<file path="src/rtl/sysctl_pkg.sv">
`timescale 1ns/1ps
package sysctl_pkg;

  localparam int unsigned PA_W = 12;

  // Port addresses; the decode depends on these exact values.
  localparam logic [PA_W-1:0] A_SPECIAL = 12'h092;
  localparam logic [PA_W-1:0] A_CPUCFG  = 12'h800;
  localparam logic [PA_W-1:0] A_FEAT    = 12'h802;
  localparam logic [PA_W-1:0] A_STAT    = 12'h803;
  localparam logic [PA_W-1:0] A_LAMP    = 12'h808;
  localparam logic [PA_W-1:0] A_EQUIP   = 12'h80C;
  localparam logic [PA_W-1:0] A_LOCK1   = 12'h810;
  localparam logic [PA_W-1:0] A_LOCK2   = 12'h812;
  localparam logic [PA_W-1:0] A_CINV    = 12'h814;
  localparam logic [PA_W-1:0] A_KEY     = 12'h818;
  localparam logic [PA_W-1:0] A_CTRL    = 12'h81C;
  localparam logic [PA_W-1:0] A_CSTAT   = 12'h823;
  localparam logic [PA_W-1:0] A_MAP     = 12'h850;
  localparam logic [PA_W-1:0] A_WIN_LO  = 12'h800;
  localparam logic [PA_W-1:0] A_WIN_HI  = 12'h851;

  typedef enum logic [3:0] {
    SEL_NONE,
    SEL_SPECIAL,
    SEL_CPUCFG,
    SEL_FEAT,
    SEL_STAT,
    SEL_LAMP,
    SEL_EQUIP,
    SEL_LOCK1,
    SEL_LOCK2,
    SEL_CINV,
    SEL_KEY,
    SEL_CTRL,
    SEL_CSTAT,
    SEL_MAP,
    SEL_WINGAP
  } sel_e;

  // Fixed read codes; all-ones means "no defined value".
  function automatic logic [7:0] fixed_code(input sel_e s);
    case (s)
      SEL_CPUCFG: fixed_code = 8'hEF;
      SEL_FEAT:   fixed_code = 8'hAD;
      SEL_STAT:   fixed_code = 8'hE0;
      SEL_EQUIP:  fixed_code = 8'h3C;
      SEL_LOCK1:  fixed_code = 8'h39;
      SEL_KEY:    fixed_code = 8'h00;
      SEL_CSTAT:  fixed_code = 8'h03;
      default:    fixed_code = 8'hFF;
    endcase
  endfunction

  // Selections that take a write (with or without effect).
  function automatic logic has_wr_handler(input sel_e s);
    case (s)
      SEL_SPECIAL, SEL_CPUCFG, SEL_FEAT, SEL_STAT, SEL_LAMP,
      SEL_LOCK1, SEL_LOCK2, SEL_CINV, SEL_CTRL, SEL_MAP:
        has_wr_handler = 1'b1;
      default:
        has_wr_handler = 1'b0;
    endcase
  endfunction

endpackage

</file>
<file path="src/rtl/sysctl_decode.sv">
`timescale 1ns/1ps
module sysctl_decode
  import sysctl_pkg::*;
#(
  parameter int unsigned ADDR_W = 12
) (
  input  logic [ADDR_W-1:0] addr,
  output sel_e              sel
);

  logic in_window;

  assign in_window = (addr >= ADDR_W'(A_WIN_LO)) && (addr <= ADDR_W'(A_WIN_HI));

  always_comb begin
    sel = SEL_NONE;
    if (addr == ADDR_W'(A_SPECIAL)) begin
      sel = SEL_SPECIAL;
    end else if (in_window) begin
      sel = SEL_WINGAP;
      case (addr)
        ADDR_W'(A_CPUCFG): sel = SEL_CPUCFG;
        ADDR_W'(A_FEAT):   sel = SEL_FEAT;
        ADDR_W'(A_STAT):   sel = SEL_STAT;
        ADDR_W'(A_LAMP):   sel = SEL_LAMP;
        ADDR_W'(A_EQUIP):  sel = SEL_EQUIP;
        ADDR_W'(A_LOCK1):  sel = SEL_LOCK1;
        ADDR_W'(A_LOCK2):  sel = SEL_LOCK2;
        ADDR_W'(A_CINV):   sel = SEL_CINV;
        ADDR_W'(A_KEY):    sel = SEL_KEY;
        ADDR_W'(A_CTRL):   sel = SEL_CTRL;
        ADDR_W'(A_CSTAT):  sel = SEL_CSTAT;
        ADDR_W'(A_MAP):    sel = SEL_MAP;
        default:           sel = SEL_WINGAP;
      endcase
    end
  end

endmodule

</file>
<file path="src/rtl/sysctl_store.sv">
`timescale 1ns/1ps
module sysctl_store
  import sysctl_pkg::*;
#(
  parameter int unsigned DATA_W = 8,
  parameter int unsigned CTRL_W = 4
) (
  input  logic              clk,
  input  logic              rst,
  input  logic              wr_en,
  input  sel_e              sel,
  input  logic [DATA_W-1:0] wdata,
  output logic              cpu_reset,
  output logic              le_mode,
  output logic              led,
  output logic [CTRL_W-1:0] ctrl,
  output logic              map_mode,
  output logic              lock1,
  output logic              lock2,
  output logic              wr_err
);

  logic unused_hi;
  assign unused_hi = ^wdata[DATA_W-1:CTRL_W];

  always_ff @(posedge clk) begin
    if (rst) begin
      cpu_reset <= 1'b0;
      le_mode   <= 1'b0;
      led       <= 1'b0;
      ctrl      <= '0;
      map_mode  <= 1'b0;
      lock1     <= 1'b0;
      lock2     <= 1'b0;
      wr_err    <= 1'b0;
    end else begin
      lock1  <= 1'b0;
      lock2  <= 1'b0;
      wr_err <= wr_en && !has_wr_handler(sel);
      if (wr_en) begin
        case (sel)
          SEL_SPECIAL: begin
            cpu_reset <= wdata[0];
            le_mode   <= wdata[1];
          end
          SEL_LAMP:  led      <= wdata[0];
          SEL_LOCK1: lock1    <= 1'b1;
          SEL_LOCK2: lock2    <= 1'b1;
          SEL_CTRL:  ctrl     <= wdata[CTRL_W-1:0];
          SEL_MAP:   map_mode <= wdata[0];
          default: ;
        endcase
      end
    end
  end

endmodule

</file>
<file path="src/rtl/sysctl_rdmux.sv">
`timescale 1ns/1ps
module sysctl_rdmux
  import sysctl_pkg::*;
#(
  parameter int unsigned DATA_W = 8,
  parameter int unsigned CTRL_W = 4
) (
  input  logic              clk,
  input  logic              rst,
  input  logic              rd_en,
  input  sel_e              sel,
  input  logic              le_mode,
  input  logic [CTRL_W-1:0] ctrl,
  input  logic              map_mode,
  output logic [DATA_W-1:0] rdata,
  output logic              rvalid
);

  logic [DATA_W-1:0] rd_next;

  always_comb begin
    case (sel)
      SEL_SPECIAL: rd_next = DATA_W'({le_mode, 1'b0});
      SEL_CTRL:    rd_next = DATA_W'(ctrl);
      SEL_MAP:     rd_next = DATA_W'(map_mode);
      SEL_NONE, SEL_WINGAP, SEL_LAMP, SEL_LOCK2, SEL_CINV:
                   rd_next = '1;
      default:     rd_next = DATA_W'(fixed_code(sel));
    endcase
  end

  always_ff @(posedge clk) begin
    if (rst) begin
      rvalid <= 1'b0;
      rdata  <= '0;
    end else begin
      rvalid <= rd_en;
      if (rd_en) rdata <= rd_next;
    end
  end

endmodule

</file>
<file path="src/rtl/sysctl_regfile.sv">
`timescale 1ns/1ps
module sysctl_regfile
  import sysctl_pkg::*;
#(
  parameter int unsigned ADDR_W = 12,
  parameter int unsigned DATA_W = 8,
  parameter int unsigned CTRL_W = 4
) (
  input  logic              clk,
  input  logic              rst,
  input  logic [ADDR_W-1:0] bus_addr,
  input  logic [DATA_W-1:0] bus_wdata,
  input  logic              bus_rd,
  input  logic              bus_wr,
  output logic [DATA_W-1:0] bus_rdata,
  output logic              bus_rvalid,
  output logic              cpu_reset_o,
  output logic              le_mode_o,
  output logic              led_o,
  output logic [CTRL_W-1:0] sysctl_o,
  output logic              map_mode_o,
  output logic              lock1_o,
  output logic              lock2_o,
  output logic              wr_err_o
);

  sel_e sel;

  sysctl_decode #(.ADDR_W(ADDR_W)) decode_i (
    .addr (bus_addr),
    .sel  (sel)
  );

  sysctl_store #(.DATA_W(DATA_W), .CTRL_W(CTRL_W)) store_i (
    .clk       (clk),
    .rst       (rst),
    .wr_en     (bus_wr),
    .sel       (sel),
    .wdata     (bus_wdata),
    .cpu_reset (cpu_reset_o),
    .le_mode   (le_mode_o),
    .led       (led_o),
    .ctrl      (sysctl_o),
    .map_mode  (map_mode_o),
    .lock1     (lock1_o),
    .lock2     (lock2_o),
    .wr_err    (wr_err_o)
  );

  sysctl_rdmux #(.DATA_W(DATA_W), .CTRL_W(CTRL_W)) rdmux_i (
    .clk      (clk),
    .rst      (rst),
    .rd_en    (bus_rd),
    .sel      (sel),
    .le_mode  (le_mode_o),
    .ctrl     (sysctl_o),
    .map_mode (map_mode_o),
    .rdata    (bus_rdata),
    .rvalid   (bus_rvalid)
  );

endmodule

</file>
<file path="config.mk">
export PLATFORM = sky130hd
export DESIGN_NAME = sysctl_regfile
export DESIGN_NICKNAME = d
export VERILOG_FILES = /design/src/rtl/sysctl_pkg.sv /design/src/rtl/sysctl_decode.sv /design/src/rtl/sysctl_store.sv /design/src/rtl/sysctl_rdmux.sv /design/src/rtl/sysctl_regfile.sv
export SDC_FILE = /design/constraint.sdc
export NUM_CORES = 1
export LEC_CHECK = 0
export CORE_AREA = 4 4 56 58
export CTS_BUF_LIST = sky130_fd_sc_hd__clkbuf_8
export CTS_CLUSTER_DIAMETER = 50
export CTS_CLUSTER_SIZE = 24
export DETAILED_ROUTE_END_ITERATION = 8
export DIE_AREA = 0 0 60 62
export DONT_BUFFER_PORTS = 1
export PLACE_DENSITY = 0.69
export SETUP_SLACK_MARGIN = 0.02
export SYNTH_ARGS = -nofsm -noshare
export SYNTH_HDL_FRONTEND = slang
export SYNTH_HIERARCHICAL = 1
export SYNTH_SLANG_ARGS = --single-unit
</file>
<file path="constraint.sdc">
create_clock -name clk -period 4.2 [get_ports clk]
set_input_delay 0.21 -clock clk [delete_from_list [all_inputs] [get_ports clk]]
set_output_delay 0.21 -clock clk [all_outputs]
set_load 0.01 [all_outputs]
</file>
==> impl_results.md <==
- Outcome: complete, no violations
- Slew Limit Fails: 0
- Inserted Clock Buffers: 3
- Top-count cell post-synth: dfxtp_1
- Buffers on Ports: 0
- Clock Tree Buf Depth: 2
- Initial antenna violation count: 0
- Post-synth ARST share: 0%
- Detailed Place HPWL: 2360 um
- Setup Buffers After CTS: 0
- Fraction of the mapped netlist area in simple logic gates: 32.8%
- Post-Syn Area: 0.00143 mm^2
- Area of the multi-input gates: 940 um^2
- Share of cells above drive strength 1: 15.2%
- Max VDD drop: 0.000211 V
- Crit path DAT: 2.47 ns
- R2R Setup Slk: 2.94 ns
- Die ar.: 0.00372 mm^2
- Clock slew at reported path FFs: 0.07 ns
- Complex-gate fraction of the synthesized area: 23.0%
- Avg Synthesized Cell Area: 8.45 um^2
- Design area: 0.00148 mm^2
- Synth cell count leaders: 20 x dfxtp_1, 17 x nand2b_1, 11 x mux2i_1, 11 x nor2_1, 10 x nand2_1
- Max incr delay on CP: 0.49 ns
- Drt via density: 6.26
- Largest cells by area after synthesis: dfxtp_1 28%, mux2i_1 7.7%, nand2b_1 7.4%
- EDFF count, synth: 0
- Router iterations before antenna repair: 4
- CTS tree: done
- WS Path Type: in2reg
- Slew @ Worst Pin: 0.893 ns
- Routed Wire Length: 3190 um
- # IOs: 44
- Cells along the critical path: or3_4 > or4_4 > o32ai_2 > o22ai_1 > buf_4 > nor3b_1 > a21o_2 > a21oi_1 > a211oi_1
- Register bit total from synthesis: 20
- Area leader, netlist: dfxtp_1
- Main flop type after synthesis: dfxtp_1
- Core Area: 0.00266 mm^2
- Die height: 62 um
- Relative slew slack: 39.6%
- Layout area overhead: 3.86%
- Setup TNS: 0 ns
- Vias in the first global route: 1163
- Storage element area: 400 um^2
- Slowest stage cell, crit path: or4_4
- Multiplexer share of the synthesized area: 7.71%
- First-pass GRT wire length: 5170 um
- Placed insts: 192
- Tcrit/Tclk final: 54.9%
- Clk_skew: 0.000949 ns
- DRC: 0
- Synth top area share: 28.0%
- H-tree depth: 1
- GRT Util Overall: 18.1%
- Die W: 60 um
- PwrDens: 259 mW/mm^2
- Post-CTS Hold Buffers: 0
- Synth warn: 6
- # rows: 19
- Fmax: 434 MHz
- CP Max Fanout: 20
- Vias: 1227
- Final Hold Fails: 0
- Antenna viol nets, final: 0
- Hold worst-path end: rdmux_i/rdata[5]
- Crit-path leading delay family: simple AND/OR/NAND/NOR gates
- Clock sink total: 20
- Worst hold path depth: 1
- Maxcap violations: 0
- Largest net degree at the start of global routing: 24
- Largest family of logic cells by synthesized area: simple AND/OR/NAND/NOR gates
- Cell variety after synth: 57
- CP bufs+invs: 1
- WL/cell: 16.3 um
- Syn_nets: 193
- Non-Filler Instances: 196
- Setup violators final: 0
- CP required: 4.37 ns
- Post-CTS sizing: 0
- Total grt overflow: 0
- Iter 0 DRT Violations: 82
- Worst Reg-to-Reg Cells: 4
- Fin nets: 190
- Routability congestion estimate: 0.776
- Unrepaired setup endpoints after global routing: no
- Reg2Reg Launch Point: store_i/map_mode
- Crit path capture type: flip-flop
- Adder-Cell Fraction of Synth Area: 0%
- Initial Util: 53.6%
- Worst R2R End: rdmux_i/rdata[0]
- Final min period: 2.30 ns
- Worst setup SP type: primary input
- Total Power: 0.384 mW
- Worst-Skew Late Latency: 0.25 ns
- Hold Path Class: in2reg
- Root Buffer: clkbuf_8
- Post-synthesis xor/xnor area fraction: 1.84%
- # diodes: 0
- Mapped Cells: 169
- Fillers: 254
- DP Area: 0.00143 mm^2
- Hold_sp: rst
- Lkg Pwr: 0.538 nW
- Post-synthesis sequential area ratio: 28.0%
==> placed cells by master (no fill, tap or decap), types with 3 or more instances in the layout <==
cell,instances
nor4b_1,4
o21ai_0,6
nor2_1,11
inv_1,5
mux2i_1,11
a211oi_1,4
buf_4,4
a21oi_1,6
clkbuf_8,4
nand2_1,10
nand2b_1,17
nor3b_1,3
or3_1,3
dfxtp_1,20
nor2b_1,3
==> per-layer routing <==
metal | track usage (%) | up-vias | routed length (um)
met1 | 23.0 | 570 | 1430
met5 | 0 | - | 0
met3 | 4.34 | 2 | 187
li1 | - | 621 | -
met2 | 30.2 | 34 | 1550
met4 | 5.70 | 0 | 17
==> registers in the layout, summed over array words and instances, names as in the netlist <==
register	flops
store_i/cpu_reset	1
store_i/led	1
store_i/lock1	1
store_i/ctrl	4
store_i/lock2	1
store_i/map_mode	1
rdmux_i/rdata	8
store_i/le_mode	1
rdmux_i/rvalid	1
store_i/wr_err	1
==> layout make-up <==
class | count | area share, %
multi-input combinational | 132 | 63.4
sequential | 20 | 27.0
clock buffer | 4 | 3.71
tap | 31 | 2.62
timing repair buffer | 4 | 2.03
inverter | 5 | 1.27
==> power by group <==
group	switching (mW)	internal [mW]
logic	0.0182	0.0203
clock network	0.0583	0.0833
registers	0.00766	0.197
==> through the flow <==
stage | hold WS (ns) | worst slack (ns) | utilization [%]
after floorplan | 0.364 | 1.22 | -
after global placement | 0.283 | 1.73 | 53.6
after detailed placement | 0.285 | 1.67 | 53.6
after CTS | 0.00936 | 1.93 | 55.7
after global routing | 0.00759 | 1.82 | 55.7
final | 0.0205 | 1.90 | 55.7
==> kinds of logic after synthesis <==
group	Yosys count
AND/OR/NAND/NOR	74
buffers and inverters	17
flip-flops	20
XOR/XNOR	3
multiplexers	11
AO/OA/AOI/OAI	44
==> how the worst max path moves through the flow <==
| stage | from | to | cells after the start |
|---|---|---|---|
| after floorplan | bus_addr[4] | rdmux_i/rdata[1] | 11 |
| after global placement | bus_addr[9] | store_i/cpu_reset | 7 |
| after detailed placement | bus_addr[9] | rdmux_i/rdata[1] | 9 |
| after CTS | bus_addr[9] | rdmux_i/rdata[1] | 9 |
| after global routing | bus_addr[5] | rdmux_i/rdata[0] | 8 |
| final | bus_addr[9] | rdmux_i/rdata[1] | 9 |
==> worst reg2reg max path, cell delays in order (launching register included) <==
cell and delay (ns):
dfxtp_1 0.40, and3b_2 0.22, o21ai_0 0.14, o311ai_0 0.17, a211oi_1 0.25
(Power assumes the default switching activity.)
